[config.mk]
export PLATFORM = sky130hd
export DESIGN_NAME = rv_raster_gen
export DESIGN_NICKNAME = d
export VERILOG_FILES = /design/src/rtl/rv_pkg.sv /design/src/rtl/rv_cfg_sel.sv /design/src/rtl/rv_hcount.sv /design/src/rtl/rv_vcount.sv /design/src/rtl/rv_raster_gen.sv
export SDC_FILE = /design/constraint.sdc
export NUM_CORES = 1
export LEC_CHECK = 0
export BUFFER_PORTS_ARGS = -buffer_cell sky130_fd_sc_hd__buf_2
export CORE_MARGIN = 2
export CORE_UTILIZATION = 38
export DETAILED_ROUTE_END_ITERATION = 6
export SYNTH_ARGS = -nofsm -noshare
export SYNTH_HDL_FRONTEND = slang
export SYNTH_SLANG_ARGS = --single-unit
[constraint.sdc]
create_clock -name clk -period 7.41 [get_ports clk]
set_input_delay 0.741 -clock clk [delete_from_list [all_inputs] [get_ports clk]]
set_output_delay 0.741 -clock clk [all_outputs]
set_load 0.02 [all_outputs]
[src/rtl/rv_pkg.sv]
package rv_pkg;
  localparam int LINE_W = 10;
  localparam int LINES_525 = 525;
  localparam int LINES_625 = 625;
  localparam int M_SHIFT = 3;

  // active windows and second-field start per raster
  localparam int A525_O_FIRST = 23;
  localparam int A525_O_LAST  = 262;
  localparam int A525_E_FIRST = 285;
  localparam int A525_E_LAST  = 524;
  localparam int A625_O_FIRST = 23;
  localparam int A625_O_LAST  = 310;
  localparam int A625_E_FIRST = 336;
  localparam int A625_E_LAST  = 623;
  localparam int F2_525 = 263;
  localparam int F2_625 = 313;

  typedef struct packed {
    logic pal;   // 625-line raster
    logic sq;    // square sampling
    logic mnum;  // shifted line numbering
  } rv_cfg_t;

  function automatic logic [LINE_W-1:0] report_line(input logic [LINE_W-1:0] cnt,
                                                    input logic shift);
    if (!shift) return cnt;
    if (cnt > LINE_W'(M_SHIFT)) return cnt - LINE_W'(M_SHIFT);
    return cnt + LINE_W'(LINES_525 - M_SHIFT);
  endfunction
endpackage

[src/rtl/rv_cfg_sel.sv]
module rv_cfg_sel import rv_pkg::*; #(
  parameter int PIX_W       = 10,
  parameter int N_RECT_TOT  = 858,
  parameter int N_RECT_ACT  = 720,
  parameter int N_SQ_TOT    = 780,
  parameter int N_SQ_ACT    = 640,
  parameter int P_RECT_TOT  = 864,
  parameter int P_RECT_ACT  = 720,
  parameter int P_SQ_TOT    = 944,
  parameter int P_SQ_ACT    = 768
) (
  input  logic             clk,
  input  logic             rst,
  input  logic             load,
  input  logic             std_sel,
  input  logic             sq_sel,
  input  logic             mnum_sel,
  output rv_cfg_t          cfg_q,
  output logic [PIX_W-1:0] h_tot,
  output logic [PIX_W-1:0] h_len
);
  always_ff @(posedge clk) begin
    if (rst || load) begin
      cfg_q.pal  <= std_sel;
      cfg_q.sq   <= sq_sel;
      cfg_q.mnum <= mnum_sel & ~std_sel;
    end
  end

  always_comb begin
    unique case ({cfg_q.pal, cfg_q.sq})
      2'b00:   begin h_tot = PIX_W'(N_RECT_TOT); h_len = PIX_W'(N_RECT_ACT); end
      2'b01:   begin h_tot = PIX_W'(N_SQ_TOT);   h_len = PIX_W'(N_SQ_ACT);   end
      2'b10:   begin h_tot = PIX_W'(P_RECT_TOT); h_len = PIX_W'(P_RECT_ACT); end
      default: begin h_tot = PIX_W'(P_SQ_TOT);   h_len = PIX_W'(P_SQ_ACT);   end
    endcase
  end
endmodule

[src/rtl/rv_hcount.sv]
module rv_hcount #(
  parameter int PIX_W = 10
) (
  input  logic             clk,
  input  logic             rst,
  input  logic             en,
  input  logic [PIX_W-1:0] h_tot,
  output logic [PIX_W-1:0] pix,
  output logic             last
);
  assign last = (pix == h_tot - 1'b1);

  always_ff @(posedge clk) begin
    if (rst)     pix <= '0;
    else if (en) pix <= last ? '0 : pix + 1'b1;
  end
endmodule

[src/rtl/rv_vcount.sv]
module rv_vcount import rv_pkg::*; (
  input  logic              clk,
  input  logic              rst,
  input  logic              en,
  input  logic              pal,
  output logic [LINE_W-1:0] line,
  output logic              last
);
  assign last = (line == (pal ? LINE_W'(LINES_625) : LINE_W'(LINES_525)));

  always_ff @(posedge clk) begin
    if (rst)     line <= LINE_W'(1);
    else if (en) line <= last ? LINE_W'(1) : line + 1'b1;
  end
endmodule

[src/rtl/rv_raster_gen.sv]
module rv_raster_gen import rv_pkg::*; #(
  parameter int N_RECT_TOT = 858,
  parameter int N_RECT_ACT = 720,
  parameter int N_SQ_TOT   = 780,
  parameter int N_SQ_ACT   = 640,
  parameter int P_RECT_TOT = 864,
  parameter int P_RECT_ACT = 720,
  parameter int P_SQ_TOT   = 944,
  parameter int P_SQ_ACT   = 768,
  parameter int H_FRONT    = 16,
  parameter int HSYNC_W    = 64,
  parameter int VSYNC_L    = 3,
  localparam int MAX_N     = (N_RECT_TOT > N_SQ_TOT) ? N_RECT_TOT : N_SQ_TOT,
  localparam int MAX_P     = (P_RECT_TOT > P_SQ_TOT) ? P_RECT_TOT : P_SQ_TOT,
  localparam int PIX_W     = $clog2(((MAX_N > MAX_P) ? MAX_N : MAX_P) + 1)
) (
  input  logic              clk,
  input  logic              rst,
  input  logic              pix_en,
  input  logic              std_sel,
  input  logic              sq_sel,
  input  logic              mnum_sel,
  output logic [PIX_W-1:0]  pix_num,
  output logic [LINE_W-1:0] line_num,
  output logic              h_act,
  output logic              v_act,
  output logic              blank,
  output logic              field,
  output logic              hsync,
  output logic              vsync
);
  rv_cfg_t           cfg_q;
  logic [PIX_W-1:0]  h_tot, h_len, pix_cnt;
  logic [LINE_W-1:0] line_cnt;
  logic              h_last, v_last, frame_wrap;

  assign frame_wrap = pix_en && h_last && v_last;

  rv_cfg_sel #(
    .PIX_W(PIX_W),
    .N_RECT_TOT(N_RECT_TOT), .N_RECT_ACT(N_RECT_ACT),
    .N_SQ_TOT(N_SQ_TOT),     .N_SQ_ACT(N_SQ_ACT),
    .P_RECT_TOT(P_RECT_TOT), .P_RECT_ACT(P_RECT_ACT),
    .P_SQ_TOT(P_SQ_TOT),     .P_SQ_ACT(P_SQ_ACT)
  ) cfg_i (
    .clk(clk), .rst(rst), .load(frame_wrap),
    .std_sel(std_sel), .sq_sel(sq_sel), .mnum_sel(mnum_sel),
    .cfg_q(cfg_q), .h_tot(h_tot), .h_len(h_len)
  );

  rv_hcount #(.PIX_W(PIX_W)) hcnt_i (
    .clk(clk), .rst(rst), .en(pix_en), .h_tot(h_tot),
    .pix(pix_cnt), .last(h_last)
  );

  rv_vcount vcnt_i (
    .clk(clk), .rst(rst), .en(pix_en && h_last), .pal(cfg_q.pal),
    .line(line_cnt), .last(v_last)
  );

  // combinational decode of the current counter position
  logic [PIX_W-1:0]  h_start, h_end;
  logic [LINE_W-1:0] f2_line;
  logic              ha_d, va_d, fld_d, hs_d, vs_d;

  always_comb begin
    h_end   = h_tot - PIX_W'(H_FRONT);
    h_start = h_end - h_len;
    ha_d    = (pix_cnt >= h_start) && (pix_cnt < h_end);
    if (cfg_q.pal) begin
      va_d    = ((line_cnt >= LINE_W'(A625_O_FIRST)) && (line_cnt <= LINE_W'(A625_O_LAST))) ||
                ((line_cnt >= LINE_W'(A625_E_FIRST)) && (line_cnt <= LINE_W'(A625_E_LAST)));
      f2_line = LINE_W'(F2_625);
    end else begin
      va_d    = ((line_cnt >= LINE_W'(A525_O_FIRST)) && (line_cnt <= LINE_W'(A525_O_LAST))) ||
                ((line_cnt >= LINE_W'(A525_E_FIRST)) && (line_cnt <= LINE_W'(A525_E_LAST)));
      f2_line = LINE_W'(F2_525);
    end
    fld_d = (line_cnt >= f2_line);
    hs_d  = (pix_cnt < PIX_W'(HSYNC_W));
    vs_d  = (line_cnt < LINE_W'(1 + VSYNC_L)) ||
            ((line_cnt >= f2_line) && (line_cnt < f2_line + LINE_W'(VSYNC_L)));
  end

  // registered output stage
  always_ff @(posedge clk) begin
    if (rst) begin
      pix_num  <= '0;
      line_num <= '0;
      h_act    <= 1'b0;
      v_act    <= 1'b0;
      blank    <= 1'b1;
      field    <= 1'b0;
      hsync    <= 1'b0;
      vsync    <= 1'b0;
    end else if (pix_en) begin
      pix_num  <= pix_cnt;
      line_num <= report_line(line_cnt, cfg_q.mnum);
      h_act    <= ha_d;
      v_act    <= va_d;
      blank    <= ~(ha_d & va_d);
      field    <= fld_d;
      hsync    <= hs_d;
      vsync    <= vs_d;
    end
  end
endmodule

# Word-level counts from Yosys, hierarchy flattened
# Index checks and enable logic that the tools add are counted.
# totals
regBits,49
latch_bits,0
mem_bits_rw,0
rom_bits,0
input_bits,6
out_inout_bits,26
wordCells,75
memories,0
# op_classes
addsub,8
n_mul,0
div_mod_pow,0
n_lt_le_gt_ge,14
eq_ne,4
shifts,0
mux,18
n_bitwise,4
reduce_logical,14
# op_table
operator,n
$mux W10,6
$pmux W8 S3,1
$add A10 B1 Y10 const B,2
$eq A10 B10 Y1,2
$ge A10 B10 Y1,2
$ge A10 B9 Y1 const B,2
$le A10 B10 Y1 const B,2
$le A10 B9 Y1 const B,2
$lt A10 B10 Y1,2
$pmux W9 S2,1
$add A10 B10 Y10 const B,1
$add A10 B2 Y10 const B,1
$ge A10 B5 Y1 const B,1
$gt A10 B2 Y1 const B,1
$lt A10 B3 Y1 const B,1
$lt A10 B7 Y1 const B,1
$sub A10 B10 Y10,1
$sub A10 B2 Y10 const B,1
$sub A10 B5 Y10 const B,1
$sub A9 B2 Y10 const B,1
$logic_and A1 B1 Y1,8
$mux W1,8
$mux W7,1
$mux W6,1
other kinds (7),12

# Depth between registers and ports, before layout
# logic_depth
depth_word,8
mapped_depth,11
mapped_depth_nobuf,11

# By module
# From an unflattened synthesis, not the netlist that was laid out.
# hier_totals
cells_unflattened,502
area_unflattened_um2,4269.1
# modules_own_cells
mod,instances,cells_per_inst,area_each_um2,seq_area_each_um2
rv_raster_gen,1,311,2600.0,520.5
rv_hcount,1,103,860.8,200.2
rv_vcount,1,57,499.2,200.2
rv_cfg_sel,1,31,309.0,90.1

# Worst setup path after synthesis
# No wires, ideal clock.
# synth_timing
path_type,reg-to-reg
from,reg cfg_i.cfg_q[2] (netlist name)
to,reg vcnt_i.line[8]
setup_ps,70
arrival_time_ps,2808
required_ps,7340
path_slack_ps,4532
path_stages_with_launch,10
path_buffers,1
period_less_slack_ps,2878
cell_sequence,edfxtp_1 -> inv_1 -> ha_1 -> ha_1 -> nand4b_1 -> a211o_1 -> a211o_1 -> buf_6 -> or4_1 -> a21oi_1
# synth_between
elab_chain_len,5
elab_cells_between_ends,10
cone_classes,1 x add/sub; 4 x eq/ne; 3 x mux; 2 x reduce/logical
# synth_lines
element,line_no,rtl
"$eq A2 B2 Y1, or another cell as far along",rv_cfg_sel.sv:31,"unique case ({cfg_q.pal, cfg_q.sq})"
$pmux W8 S3,rv_cfg_sel.sv:31,
$sub A9 B2 Y10,rv_hcount.sv:11,assign last = (pix == h_tot - 1'b1);
$eq A10 B10 Y1,rv_hcount.sv:11,
$logic_and A1 B1 Y1,rv_raster_gen.sv:57,".clk(clk), .rst(rst), .en(pix_en && h_last), .pal(cfg_q.pal),"
end signal: assignment,rv_vcount.sv:13,else if (en) line <= last ? LINE_W'(1) : line + 1'b1;
end: declaration,rv_vcount.sv:6,"output logic [LINE_W-1:0] line,"
# Several ways; a longest one is shown, not always the timed one.
# A chain may end at the register's enable or synchronous reset.

# Worst setup path after layout
# layout_timing
from,reg cfg_i.cfg_q[2] (netlist name)
to,reg cfg_i.cfg_q[0] (netlist name)
# layout_between
elab_chain_len,7
elab_cells_between_ends,11
cone_classes,1 x add/sub; 4 x eq/ne; 2 x mux; 4 x reduce/logical
# layout_lines
element,line_no,rtl
"$eq A2 B2 Y1, or another cell as far along",rv_cfg_sel.sv:31,
$pmux W8 S3,rv_cfg_sel.sv:31,
$sub A9 B2 Y10,rv_hcount.sv:11,
$eq A10 B10 Y1,rv_hcount.sv:11,
$logic_and A1 B1 Y1,rv_raster_gen.sv:37,assign frame_wrap = pix_en && h_last && v_last;
$logic_and A1 B1 Y1 *,rv_raster_gen.sv:37,
$logic_or A1 B1 Y1 *,rv_cfg_sel.sv:23,if (rst || load) begin
# Every way passes the cells marked *; elsewhere a longest branch is shown, timed or not.

==> results.txt <==
Post-route ant nets: 0
DRT Wirelength: 7370 µm
Leakage power: 1.50 nW
First-pass DRT Iterations: 5
Setup TNS Final: 0 ns
Hold-fix buffers at CTS: 0
Worst Hold Endpoint: line_num[2]
Detail Placement HPWL: 5240 µm
Detailed Route Iter0 Violations: 206
Slew Viols, Final: 0
Fraction of registers with async set/reset: 0
Worst R2R Start: cfg_i.cfg_q[2]
Core Region: 0.00809 mm²
CP required: 7.35 ns
Slowest CP cell: edfxtp_1
Period Utilization, post-route: 0.463
Area growth from synthesis to layout: 10.8%
Pwr/cell area: 161 mW/mm²
Placed cell count: 480
Gpl congestion: 0.888
Setup clock skew after layout: 0.0126 ns
Flop pwr share: 0.502
Initial core utilization: 0.386
Post-synth top flop: dfxtp_1
Cells after Synth: 363
Fmax: 291 MHz
Unrepaired setup endpoints after global routing: no
Power Internal: 0.000417 W
Area of the multi-input gates: 0.00196 mm²
Nets: 425
PortBufs: 31
CTS Sinks: 49
H-Tree Level Count: 2
Worst Path Arrival: 3.38 ns
CTS tree: done
Vias in the first global route: 2389
Die area: 0.00897 mm²
Final setup fails: 0
I/O pins: 32
Worst-skew pair later-pin latency: 0.31 ns
Sw frac: 0.253
Buffer count from post-CTS setup fixing: 0
Mapped Area: 0.00313 mm²
Register Area: 0.00101 mm²
Area leader, netlist: dfxtp_1
R2r endpoint: cfg_i.cfg_q[0]
Worst-path clk slew: 0.09 ns
CP top delay family: compound AO/OA/AOI/OAI gates
Crit. End Element: register
Max cap viols: 0
Clk pwr share: 0.390
Vias per cell: 5.62
Post-synth cell types: 56
DR DRC count: 0
Share of cells above drive strength 1: 0.112
Die Y: 94.7 µm
R2R depth: 7
Avg Cell Area, Syn: 8.61 µm²
Clk buf depth: 2
Reg2reg setup slack: 3.98 ns
Overall Global Routing Usage: 0.170
Critical path class: register to register
Worst setup startpoint: cfg_i.cfg_q[2]
Slew headroom: 0.441
Non-filler cells, final: 488
Worst hold start: line_num[2]
Number of synthesized flops with an enable pin: 3
Die W: 94.7 µm
GR Overflow Total: 0
Comb pwr share: 0.109
Syn_nets: 406
Worst Path Buf+Inv: 1
Max stage delay on crit path: 0.65 ns
TritonCTS Buffers: 5
Minimum clock period after layout: 3.43 ns
Synth top area share: 0.295
#FFs+latches synth: 49
Post-synthesis sequential area ratio: 0.323
Critical-path maximum fanout: 18
Slew of the pin with the lowest slew margin: 0.839 ns
Clk root buf: clkbuf_8
Outcome: finished clean
Post-CTS sizing: 0
Row cnt: 33
CP cell instances: inv_1 -> ha_1 -> ha_1 -> nand4b_1 -> a211o_1 -> a211o_1 -> a21oi_2
Leading post-synthesis cells by cell area: dfxtp_1 (29%), ha_1 (15%), nor2_1 (4.7%), mux2i_1 (4.5%), a21oi_1 (3.2%)
Routed wire per std cell: 15.1 µm
HP Class: register to register
First-pass GRT wire length: 12100 µm
Final Hold Fails: 0
YS warnings: 0
Setup crit start kind: register
Maximum vdd ir drop: 0.0000777 V
Initial antenna violation count: 0
Psw: 0.000142 W
Largest net degree at the start of global routing: 43
# fillers: 835
Hold Path Depth: 2
Vias: 2744
Diodes inserted: 0
[synthesized netlist by cell type (4+ instances only)]
cell	n
a31oi_1	5
and3_1	6
ha_1	37
nand3_1	8
nor2_1	39
nand4b_1	4
dfxtp_1	46
buf_1	4
xnor2_1	8
xor2_1	10
a211oi_1	11
nand4_1	7
nand2_1	21
nor3_1	5
nor2b_1	6
o21ai_0	13
a21oi_1	20
mux2i_1	14
or3_1	9
clkbuf_1	14
inv_1	18
nor4_1	5
[layout make-up]
| cell class | instances | area share |
|---|---|---|
| well taps | 105 | 0.0379 |
| flip-flops and latches | 49 | 0.292 |
| inverters | 19 | 0.0206 |
| clock inverters | 2 | 0.0101 |
| clock buffers | 6 | 0.0271 |
| repair buffers | 31 | 0.0448 |
| multi-input cells | 276 | 0.567 |
[kinds of logic (layout without fill, tap and decap cells)]
group	after synthesis	after routing	share of synthesized area
AND/OR/NAND/NOR	125	125	0.206
AO/OA/AOI/OAI	81	81	0.175
flip-flops	49	49	0.323
buffers and inverters	38	58	0.0480
adder cells (fa/ha/maj)	37	37	0.148
XOR/XNOR	18	18	0.0504
multiplexers	15	15	0.0484
[metal layers]
layer | routed length (µm) | vias up | part of all wire | global-route usage
met5 | 0 | - | 0 | 0
met4 | 114 | 0 | 0.015 | 0.0519
met3 | 435 | 13 | 0.059 | 0.0215
met2 | 3180 | 96 | 0.43 | 0.261
met1 | 3650 | 1280 | 0.49 | 0.247
li1 | - | 1355 | - | -
[how the worst max path moves through the flow]
stage                           endpoint  slack, ns  depth (start not counted)
after detailed placement  cfg_i.cfg_q[1]       3.97                          7
after global routing      cfg_i.cfg_q[2]       3.77                          7
after CTS                 cfg_i.cfg_q[2]       3.96                          7
after floorplan           vcnt_i.line[8]       4.53                          9
after global placement    cfg_i.cfg_q[0]       4.04                          7
final                     cfg_i.cfg_q[0]       3.98                          7
[layout by cell type, fill, tap and decap left out, drive strengths merged, types with 2 or more instances in the layout]
cell type  instances
buf               31
inv               18
a21o               3
nand3              8
nand2b             3
a21oi             21
or3                9
a2111oi            4
o21ai             13
ha                37
a31oi              5
nor4               5
a211o              3
mux2i             14
nand3b             3
nand4              7
nor2b              6
edfxtp             3
a211oi            11
or4                3
nand2             21
o211ai             3
nor3               5
clkinv             2
a311oi             2
xnor2              8
nor2              39
o31ai              3
dfxtp             46
nand4b             4
clkbuf             6
xor2              10
and3               6
[state kept, by name, summed over array words and instances, names as in the netlist]
name	flops
blank	1
cfg_i.cfg_q	3
field	1
h_act	1
hcnt_i.pix	10
hsync	1
line_num	10
pix_num	10
v_act	1
vcnt_i.line	10
vsync	1
[worst register-to-register path, stage by stage (launching register included)]
cell	delay, ns
edfxtp_1	0.65
inv_1	0.31
ha_1	0.32
ha_1	0.29
nand4b_1	0.17
a211o_1	0.34
a211o_1	0.48
a21oi_2	0.52
[per-stage QoR]
step | total power (W) | setup slack (ns) | util | hold WS, ns | instance area (µm²)
floorplan | 0.000330 | 4.53 | - | 0.483 | 3130
global placement | 0.000346 | 4.04 | 0.412 | 0.454 | 3330
detailed placement | 0.000347 | 3.97 | 0.412 | 0.461 | 3330
CTS | 0.000563 | 3.96 | 0.428 | 0.474 | 3460
global route | 0.000584 | 3.77 | 0.428 | 0.508 | 3460
finish | 0.000559 | 3.98 | 0.428 | 0.473 | 3460
[power groups by stage]
stage / Clock, W / Sequential (W) / Combinational (W)
finish: 0.000218 / 0.000280 / 0.0000607
global route: 0.000234 / 0.000282 / 0.0000687
CTS: 0.000222 / 0.000280 / 0.0000611
detailed placement: 0 / 0.000287 / 0.0000606
global placement: 0 / 0.000286 / 0.0000599
floorplan: 0 / 0.000291 / 0.0000388
(Power assumes the default switching activity.)
